**config.mk**
```make
export PLATFORM = sky130hd
export DESIGN_NAME = gpio_port_masked
export DESIGN_NICKNAME = d
export VERILOG_FILES = /design/src/rtl/gpio_pkg.sv /design/src/rtl/gpio_bus_decode.sv /design/src/rtl/gpio_dir_reg.sv /design/src/rtl/gpio_out_half.sv /design/src/rtl/gpio_in_sync.sv /design/src/rtl/gpio_port_masked.sv
export SDC_FILE = /design/constraint.sdc
export NUM_CORES = 1
export LEC_CHECK = 0
export BUFFER_PORTS_ARGS = -buffer_cell sky130_fd_sc_hd__buf_2
export CAP_MARGIN = 20
export CELL_PAD_IN_SITES_DETAIL_PLACEMENT = 0
export CELL_PAD_IN_SITES_GLOBAL_PLACEMENT = 1
export CORE_AREA = 2 2 115 117
export DETAILED_ROUTE_END_ITERATION = 8
export DIE_AREA = 0 0 117 119
export PLACE_DENSITY_LB_ADDON = 0.15
export SLEW_MARGIN = 20
export SYNTH_ARGS = -nofsm -noshare
export SYNTH_HDL_FRONTEND = slang
export SYNTH_SLANG_ARGS = --single-unit
```
**constraint.sdc**
```tcl
create_clock -name clk -period 3.7 [get_ports clk]
set_clock_uncertainty 0.05 [all_clocks]
set_input_delay 0.74 -clock clk [delete_from_list [all_inputs] [get_ports clk]]
set_output_delay 0.74 -clock clk [all_outputs]
set_load 0.1 [all_outputs]
```
**src/rtl/gpio_pkg.sv**
```systemverilog
package gpio_pkg;

  localparam int WORD_W = 32;
  localparam int HALF_W = WORD_W / 2;

  localparam logic [7:0] OFS_MAKE_OUT = 8'h00;
  localparam logic [7:0] OFS_MAKE_IN  = 8'h04;
  localparam logic [7:0] OFS_LAT_LO   = 8'h08;
  localparam logic [7:0] OFS_LAT_HI   = 8'h0C;
  localparam logic [7:0] OFS_PINS     = 8'h10;

  typedef enum logic [2:0] {
    RSEL_NONE,
    RSEL_DIR,
    RSEL_LAT_LO,
    RSEL_LAT_HI,
    RSEL_PINS
  } rsel_e;

  // Merge value bits into a half latch under the upper-half enable mask.
  function automatic logic [HALF_W-1:0] merge_masked(
    input logic [HALF_W-1:0] cur,
    input logic [WORD_W-1:0] word
  );
    logic [HALF_W-1:0] en;
    en = word[WORD_W-1:HALF_W];
    return (cur & ~en) | (word[HALF_W-1:0] & en);
  endfunction

  // Next direction vector from the set and clear requests.
  function automatic logic [WORD_W-1:0] dir_next(
    input logic [WORD_W-1:0] cur,
    input logic [WORD_W-1:0] to_out,
    input logic [WORD_W-1:0] to_in
  );
    return (cur | to_out) & ~to_in;
  endfunction

endpackage

```
**src/rtl/gpio_bus_decode.sv**
```systemverilog
module gpio_bus_decode
  import gpio_pkg::*;
#(
  parameter int ADDR_W = 8
) (
  input  logic [ADDR_W-1:0] addr,
  input  logic              we,
  output logic              wr_make_out,
  output logic              wr_make_in,
  output logic              wr_lat_lo,
  output logic              wr_lat_hi,
  output rsel_e             rsel
);

  logic hit_out, hit_in, hit_lo, hit_hi, hit_pins;

  assign hit_out  = (addr == ADDR_W'(OFS_MAKE_OUT));
  assign hit_in   = (addr == ADDR_W'(OFS_MAKE_IN));
  assign hit_lo   = (addr == ADDR_W'(OFS_LAT_LO));
  assign hit_hi   = (addr == ADDR_W'(OFS_LAT_HI));
  assign hit_pins = (addr == ADDR_W'(OFS_PINS));

  assign wr_make_out = we && hit_out;
  assign wr_make_in  = we && hit_in;
  assign wr_lat_lo   = we && hit_lo;
  assign wr_lat_hi   = we && hit_hi;

  always_comb begin
    rsel = RSEL_NONE;
    if (hit_in)        rsel = RSEL_DIR;
    else if (hit_lo)   rsel = RSEL_LAT_LO;
    else if (hit_hi)   rsel = RSEL_LAT_HI;
    else if (hit_pins) rsel = RSEL_PINS;
  end

endmodule

```
**src/rtl/gpio_dir_reg.sv**
```systemverilog
module gpio_dir_reg
  import gpio_pkg::*;
(
  input  logic              clk,
  input  logic              rst_n,
  input  logic              set_en,
  input  logic              clr_en,
  input  logic [WORD_W-1:0] wdata,
  output logic [WORD_W-1:0] dir
);

  logic [WORD_W-1:0] to_out, to_in;

  assign to_out = set_en ? wdata : '0;
  assign to_in  = clr_en ? wdata : '0;

  always_ff @(posedge clk or negedge rst_n) begin
    if (!rst_n) dir <= '0;
    else        dir <= dir_next(dir, to_out, to_in);
  end

  AST_DIR_SET_APPLIED: assert property (@(posedge clk) disable iff (!rst_n)
    set_en |=> ((dir & $past(wdata)) == $past(wdata)));

  AST_DIR_CLR_APPLIED: assert property (@(posedge clk) disable iff (!rst_n)
    clr_en |=> ((dir & $past(wdata)) == '0));

  AST_DIR_ZERO_BITS_KEEP: assert property (@(posedge clk) disable iff (!rst_n)
    (set_en || clr_en) |=> (((dir ^ $past(dir)) & ~$past(wdata)) == '0));

  AST_DIR_IDLE_STABLE: assert property (@(posedge clk) disable iff (!rst_n)
    !(set_en || clr_en) |=> $stable(dir));

endmodule

```
**src/rtl/gpio_out_half.sv**
```systemverilog
module gpio_out_half
  import gpio_pkg::*;
(
  input  logic              clk,
  input  logic              rst_n,
  input  logic              wr_en,
  input  logic [WORD_W-1:0] wdata,
  output logic [HALF_W-1:0] lat
);

  always_ff @(posedge clk or negedge rst_n) begin
    if (!rst_n)     lat <= '0;
    else if (wr_en) lat <= merge_masked(lat, wdata);
  end

  AST_LAT_UNMASKED_KEEP: assert property (@(posedge clk) disable iff (!rst_n)
    wr_en |=> (((lat ^ $past(lat)) & ~$past(wdata[WORD_W-1:HALF_W])) == '0));

  AST_LAT_MASKED_TAKE: assert property (@(posedge clk) disable iff (!rst_n)
    wr_en |=> ((lat & $past(wdata[WORD_W-1:HALF_W])) ==
               ($past(wdata[HALF_W-1:0]) & $past(wdata[WORD_W-1:HALF_W]))));

  AST_LAT_HOLD: assert property (@(posedge clk) disable iff (!rst_n)
    !wr_en |=> $stable(lat));

endmodule

```
**src/rtl/gpio_in_sync.sv**
```systemverilog
module gpio_in_sync #(
  parameter int WIDTH  = 32,
  parameter int STAGES = 2
) (
  input  logic             clk,
  input  logic             rst_n,
  input  logic [WIDTH-1:0] d_async,
  output logic [WIDTH-1:0] d_sync
);

  logic [WIDTH-1:0] stage_q [STAGES];

  for (genvar s = 0; s < STAGES; s++) begin : g_stage
    if (s == 0) begin : g_first
      always_ff @(posedge clk or negedge rst_n) begin
        if (!rst_n) stage_q[0] <= '0;
        else        stage_q[0] <= d_async;
      end
      AST_SYNC_FIRST: assert property (@(posedge clk) disable iff (!rst_n)
        1'b1 |=> (stage_q[0] == $past(d_async)));
    end else begin : g_next
      always_ff @(posedge clk or negedge rst_n) begin
        if (!rst_n) stage_q[s] <= '0;
        else        stage_q[s] <= stage_q[s-1];
      end
      AST_SYNC_CHAIN: assert property (@(posedge clk) disable iff (!rst_n)
        1'b1 |=> (stage_q[s] == $past(stage_q[s-1])));
    end
  end

  assign d_sync = stage_q[STAGES-1];

endmodule

```
**src/rtl/gpio_port_masked.sv**
```systemverilog
module gpio_port_masked
  import gpio_pkg::*;
#(
  parameter int ADDR_W      = 8,
  parameter int SYNC_STAGES = 2
) (
  input  logic              clk,
  input  logic              rst_n,
  input  logic [ADDR_W-1:0] bus_addr,
  input  logic              bus_we,
  input  logic [31:0]       bus_wdata,
  output logic [31:0]       bus_rdata,
  input  logic [31:0]       pad_in,
  output logic [31:0]       pad_out,
  output logic [31:0]       pad_oe
);

  localparam int N_HALVES = WORD_W / HALF_W;

  logic              wr_make_out, wr_make_in, wr_lat_lo, wr_lat_hi;
  rsel_e             rsel;
  logic [WORD_W-1:0] dir_q;
  logic [WORD_W-1:0] pins_sync;
  logic [HALF_W-1:0] lat_q [N_HALVES];
  logic              lat_wr [N_HALVES];

  gpio_bus_decode #(.ADDR_W(ADDR_W)) u_dec (
    .addr        (bus_addr),
    .we          (bus_we),
    .wr_make_out (wr_make_out),
    .wr_make_in  (wr_make_in),
    .wr_lat_lo   (wr_lat_lo),
    .wr_lat_hi   (wr_lat_hi),
    .rsel        (rsel)
  );

  gpio_dir_reg u_dir (
    .clk    (clk),
    .rst_n  (rst_n),
    .set_en (wr_make_out),
    .clr_en (wr_make_in),
    .wdata  (bus_wdata),
    .dir    (dir_q)
  );

  assign lat_wr[0] = wr_lat_lo;
  assign lat_wr[1] = wr_lat_hi;

  for (genvar h = 0; h < N_HALVES; h++) begin : g_half
    gpio_out_half u_half (
      .clk   (clk),
      .rst_n (rst_n),
      .wr_en (lat_wr[h]),
      .wdata (bus_wdata),
      .lat   (lat_q[h])
    );
    assign pad_out[h*HALF_W +: HALF_W] = lat_q[h];
  end

  gpio_in_sync #(.WIDTH(WORD_W), .STAGES(SYNC_STAGES)) u_sync (
    .clk     (clk),
    .rst_n   (rst_n),
    .d_async (pad_in),
    .d_sync  (pins_sync)
  );

  assign pad_oe = dir_q;

  always_comb begin
    unique case (rsel)
      RSEL_DIR:    bus_rdata = dir_q;
      RSEL_LAT_LO: bus_rdata = {{HALF_W{1'b0}}, lat_q[0]};
      RSEL_LAT_HI: bus_rdata = {{HALF_W{1'b0}}, lat_q[1]};
      RSEL_PINS:   bus_rdata = pins_sync;
      default:     bus_rdata = '0;
    endcase
  end

  AST_ONE_WRITE_TARGET: assert property (@(posedge clk) disable iff (!rst_n)
    $onehot0({wr_make_out, wr_make_in, wr_lat_lo, wr_lat_hi}));

  AST_LAT_READ_UPPER_ZERO: assert property (@(posedge clk) disable iff (!rst_n)
    (rsel == RSEL_LAT_LO || rsel == RSEL_LAT_HI) |-> (bus_rdata[31:16] == '0));

  AST_DIR_READ_MATCHES_OE: assert property (@(posedge clk) disable iff (!rst_n)
    (rsel == RSEL_DIR) |-> (bus_rdata == pad_oe));

  AST_OE_STABLE_ON_LAT_WRITE: assert property (@(posedge clk) disable iff (!rst_n)
    (wr_lat_lo || wr_lat_hi) |=> $stable(pad_oe));

  AST_OUT_STABLE_ON_DIR_WRITE: assert property (@(posedge clk) disable iff (!rst_n)
    (wr_make_out || wr_make_in) |=> $stable(pad_out));

endmodule

```
### Word-level counts from Yosys, hierarchy flattened

Cells that the tools add are included.

| cells by class | value |
|---|---|
| equal/unequal tests | 8 |
| mux-type cells | 7 |
| bitwise logic cells | 9 |
| reduce and logical (&&, ||, !) cells | 5 |

Operators with widths:

| operator | count |
|---|---|
| 32-bit one-hot mux with 4 select lines | 1 |
| 32-bit two-way mux | 2 |
| 16-bit AND | 3 |
| 32-bit AND | 1 |
| 32-bit NOT | 1 |
| 16-bit OR | 2 |
| 32-bit OR | 1 |
| 8-bit by 4-bit equality test with 1-bit output, second input constant | 2 |
| 16-bit NOT | 1 |
| 3-bit two-way mux | 4 |
| 8-bit by 3-bit equality test with 1-bit output, second input constant | 1 |
| 8-bit by 5-bit equality test with 1-bit output, second input constant | 1 |
| 8-bit zero test | 1 |
| 3-bit by 2-bit equality test with 1-bit output, second input constant | 2 |
| 1-bit logical AND | 4 |
| 3-bit by 1-bit equality test with 1-bit output, second input constant | 1 |
| 3-bit equality test, second input constant | 1 |

| storage, ports and cells | value |
|---|---|
| bits in registers | 128 |
| input port bits | 75 |
| output and inout bits | 96 |
| logic and storage cells | 34 |

### Depth between registers and ports, before layout

| depth | value |
|---|---|
| word-level depth | 7 |
| gate-level depth with buffers | 5 |
| gate-level depth less buffers | 3 |

### Cells and area by module

From an unflattened synthesis, not the netlist that was laid out.

| second synthesis, totals | value |
|---|---|
| cell total of the unflattened synthesis | 448 |
| area total of the unflattened synthesis | 5796.8 um^2 |

Modules (own cells, without submodules):

| module | times used | cells an instance | area each (um^2) | sequential area each (um^2) |
|---|---|---|---|---|
| gpio_in_sync | 1 | 96 | 1841.8 | 1601.5 |
| gpio_out_half | 2 | 50 | 700.7 | 400.4 |
| gpio_port_masked | 1 | 135 | 1258.7 | 0.0 |
| gpio_dir_reg | 1 | 102 | 1169.9 | 800.8 |
| gpio_bus_decode | 1 | 15 | 125.1 | 0.0 |

### Least setup slack after synthesis

No wires, ideal clock.

| timing path | value |
|---|---|
| path type | input-to-output |
| start point | input port bus_addr[3] |
| end point | output port bus_rdata[12] |
| arrival time | 2.630 ns |
| setup slack | 0.280 ns |
| cell stages on the path | 5 |
| cell sequence | buf_4 -> or4b_2 -> buf_2 -> nor3_1 -> a221o_1 |

| between the ends | value |
|---|---|
| longest elaborated chain between the ends | 7 |
| elaborated cells between the ends (all ways) | 13 |

Ends and longest elaborated chain:

| element | line | RTL |
|---|---|---|
| start: declaration | gpio_port_masked.sv:9 | `input logic [ADDR_W-1:0] bus_addr,` |
| 8-bit by 5-bit equality test with 1-bit output | gpio_bus_decode.sv:21 | `assign hit_pins = (addr == ADDR_W'(OFS_PINS));` |
| 3-bit two-way mux | gpio_bus_decode.sv:33 | `else if (hit_pins) rsel = RSEL_PINS;` |
| 3-bit two-way mux | gpio_bus_decode.sv:32 | `else if (hit_hi) rsel = RSEL_LAT_HI;` |
| 3-bit two-way mux | gpio_bus_decode.sv:31 | `else if (hit_lo) rsel = RSEL_LAT_LO;` |
| 3-bit two-way mux * | gpio_bus_decode.sv:30 | `if (hit_in) rsel = RSEL_DIR;` |
| 3-bit equality test, or another cell as far along | gpio_port_masked.sv:70 | `unique case (rsel)` |
| 32-bit one-hot mux with 4 select lines * | gpio_port_masked.sv:70 |  |
| end: declaration | gpio_port_masked.sv:12 | `output logic [31:0] bus_rdata,` |

Mark *: on every way between the ends. The rest lies on a longest branch, timed or not.

### Worst setup path after layout

| timing path | value |
|---|---|
| start point | input port bus_addr[2] |
| end point | output port bus_rdata[9] |

Same word-level chain as after synthesis.

==> impl_metrics.ini <==
[global_route]
gr-total-overflow = 0
grt_pass1_wl_um = 22840
grt_pass1_vias = 4085
grtUsageTotal_pct = 21.97
grt_start_max_net_pins = 80
antenna_found_initial = 1

[cts]
clkSlewWorstSetupHoldPaths_ns = 0.06
post-cts-setup-buffers = 0
cts-root-buf = clkbuf_16
clk_latency_ns = 0.41
cts_resized = 0
holdBufCountCts = 0
tritoncts = done
htree_levels = 4
cts_inserted_buffers = 17
cts.sinks = 128
cts_buffer_depth = 2

[sta]
slew_headroom_pct = 46.16
timing.setup.tns_ns = 0
finalHoldViolCount = 0
maxSlewViolCount = 0
fin_crit_sh_pct = 92.82
holdWs_ns = 0.2952
tightest_slew_ns = 0.8039
setup-violations-final = 0
rsz0062_at_grt = false
min_period_ns = 3.434
max_freq_ghz = 0.2912

[power_and_ir_drop]
pwr-share-comb_pct = 12.0
powerDensity_nw_per_um2 = 476.1
total_power_mw = 3.481
netSwitchingPower_mw = 1.002
seq_power_share_pct = 43.0
clkPwrFrac_pct = 45.0
ir_drop_mv = 0.4187
leakagePower_nw = 3.756
swShare_pct = 28.78
internal_power_mw = 2.479

[die]
start_util_pct = 40.52
die-area_um2 = 13920
die_w_um = 117
rows = 42
die_h_um = 119
io_pins = 171
core_area_um2 = 12870

[drt]
drtIter0Drc = 218
ant_nets = 0
num_vias = 3923
remaining_drc_errors = 0
wl_per_cell_um = 19.12
drt-pass1-iter-count = 4
wl_um = 14550
detail_route.vias_per_cell = 5.155

[layout]
multiInputGateArea_um2 = 1760
fill_cells = 1109
drive_gt1_share_pct = 41.95
area_delta_synth_final_pct = 40.15
seqCellArea_um2 = 3203
layout.nets = 647

[yosys]
syn-instance-count = 403
seq_area_frac_synth_pct = 61.41
ys.flop_type = dfrtp_1
yosysWarnings = 0
yosys.cell_types.count = 27
async_flop_share_pct = 100.0
yosys.area.top_type_share_pct = 61.41
synth_area_leader_cell = dfrtp_1
synth_seq_cells = 128
synth_area_leaders = dfrtp_1, mux2i_1, mux2_2
syn-num-nets = 478
netlist_area_um2 = 5216
synth_edf_count = 0
synth_area_per_cell_um2 = 12.94

[critical_path]
rr_worst_depth = 1
crit_fanout = 24
critPathLaunchType = primary input
critPathArrivalTime_ns = 2.64
crit_path_end_kind = primary output
crit_type = primary input to primary output
cp.required_ns = 2.91

[placement]
place_congestion = 0.8254
port_buffers = 170
dp_hpwl_um = 9585

[run_status]
outcome = finished clean

[flow_run]
maxCapViolCount = 0

[worst_hold_path]
hold_path_class = primary input to async pin
==> final timing paths <==
kind,startpoint,endpoint,slack [ns]
max,bus_addr[2],bus_rdata[9],0.27
min,rst_n,u_dir.dir[12],0.30
max reg2reg,flip-flop,flip-flop,2.84
min reg2reg,u_sync.stage_q[60],u_sync.d_sync[28],0.30
max in group asynchronous,rst_n,u_sync.d_sync[17],2.52
min in group clk,u_sync.stage_q[60],u_sync.d_sync[28],0.30
==> critical path, cell delays in order <==
cell,delay [ns]
buf_2,0.11
buf_4,0.23
nor4b_1,0.38
buf_4,0.22
and2_1,0.15
buf_4,0.31
a221o_1,0.27
buf_12,0.19
==> stage by stage <==
step	worst slack [ns]	util, %	area (um^2)	instances
6_report	0.2658	56.78	7311	761
5_1_grt	0.1344	56.78	7311	761
4_1_cts	0.2512	56.76	7308	760
3_5_place_dp	0.2638	52.42	6749	729
3_3_place_gp	0.3054	52.42	6749	729
2_1_floorplan	0.2801	-	5216	403
==> routing by layer <==
layer	GRT usage (%)	up-vias	routed length, um
li1	-	1801	-
met1	30.92	1982	6310
met2	32.80	126	7207
met3	6.158	14	845
met4	7.353	0	186
met5	0	-	0
==> power groups by stage <==
| stage | Combinational (mW) | Sequential, mW | Clock, mW |
|---|---|---|---|
| 2_1_floorplan | 0.0825 | 1.70 | 0 |
| 3_3_place_gp | 0.418 | 1.52 | 0 |
| 3_5_place_dp | 0.422 | 1.52 | 0 |
| 4_1_cts | 0.424 | 1.50 | 1.60 |
| 5_1_grt | 0.442 | 1.50 | 1.67 |
| 6_report | 0.419 | 1.50 | 1.57 |
==> logic make-up (layout without fill, tap and decap cells) <==
family	Yosys count	in the layout	share of synthesized area, %
buffers and inverters	63	244	5.157
AO/OA/AOI/OAI	32	32	5.613
flip-flops	128	128	61.41
other	0	1	0
multiplexers	80	80	16.12
AND/OR/NAND/NOR	100	100	11.71
==> placed cells by master (no fill, tap or decap), drive strengths merged <==
| master | instances |
|---|---|
| nor4b | 3 |
| nand3 | 33 |
| and2 | 3 |
| dfrtp | 128 |
| nor3 | 18 |
| a221o | 10 |
| a211o | 6 |
| buf | 181 |
| diode | 1 |
| nand4 | 31 |
| nor2b | 1 |
| a22o | 16 |
| nor4 | 1 |
| inv | 37 |
| or3 | 1 |
| nor3b | 1 |
| clkinv | 3 |
| clkinvlp | 5 |
| and3 | 6 |
| or4b | 2 |
| mux2 | 32 |
| bufinv | 1 |
| clkbuf | 17 |
| mux2i | 48 |
==> cells in the mapped netlist, types with 6 or more instances <==
| cell type | count |
|---|---|
| buf_2 | 11 |
| a22o_1 | 16 |
| and3_1 | 6 |
| nand3_1 | 33 |
| nand4_1 | 31 |
| a221o_1 | 10 |
| mux2_2 | 27 |
| mux2i_1 | 48 |
| dfrtp_1 | 128 |
| nor3_1 | 17 |
| inv_1 | 32 |
| a211o_1 | 6 |
| clkbuf_1 | 16 |
==> layout make-up <==
class | instances | area share (%)
Antenna cell | 1 | 0.03423
Clock inverter | 14 | 1.831
Clock buffer | 17 | 5.819
Inverter | 32 | 1.643
Sequential cell | 128 | 43.81
Tap cell | 176 | 3.012
Timing Repair Buffer | 181 | 19.77
Multi-Input combinational cell | 212 | 24.08
No activity file was read; power rests on OpenSTA's default activity.
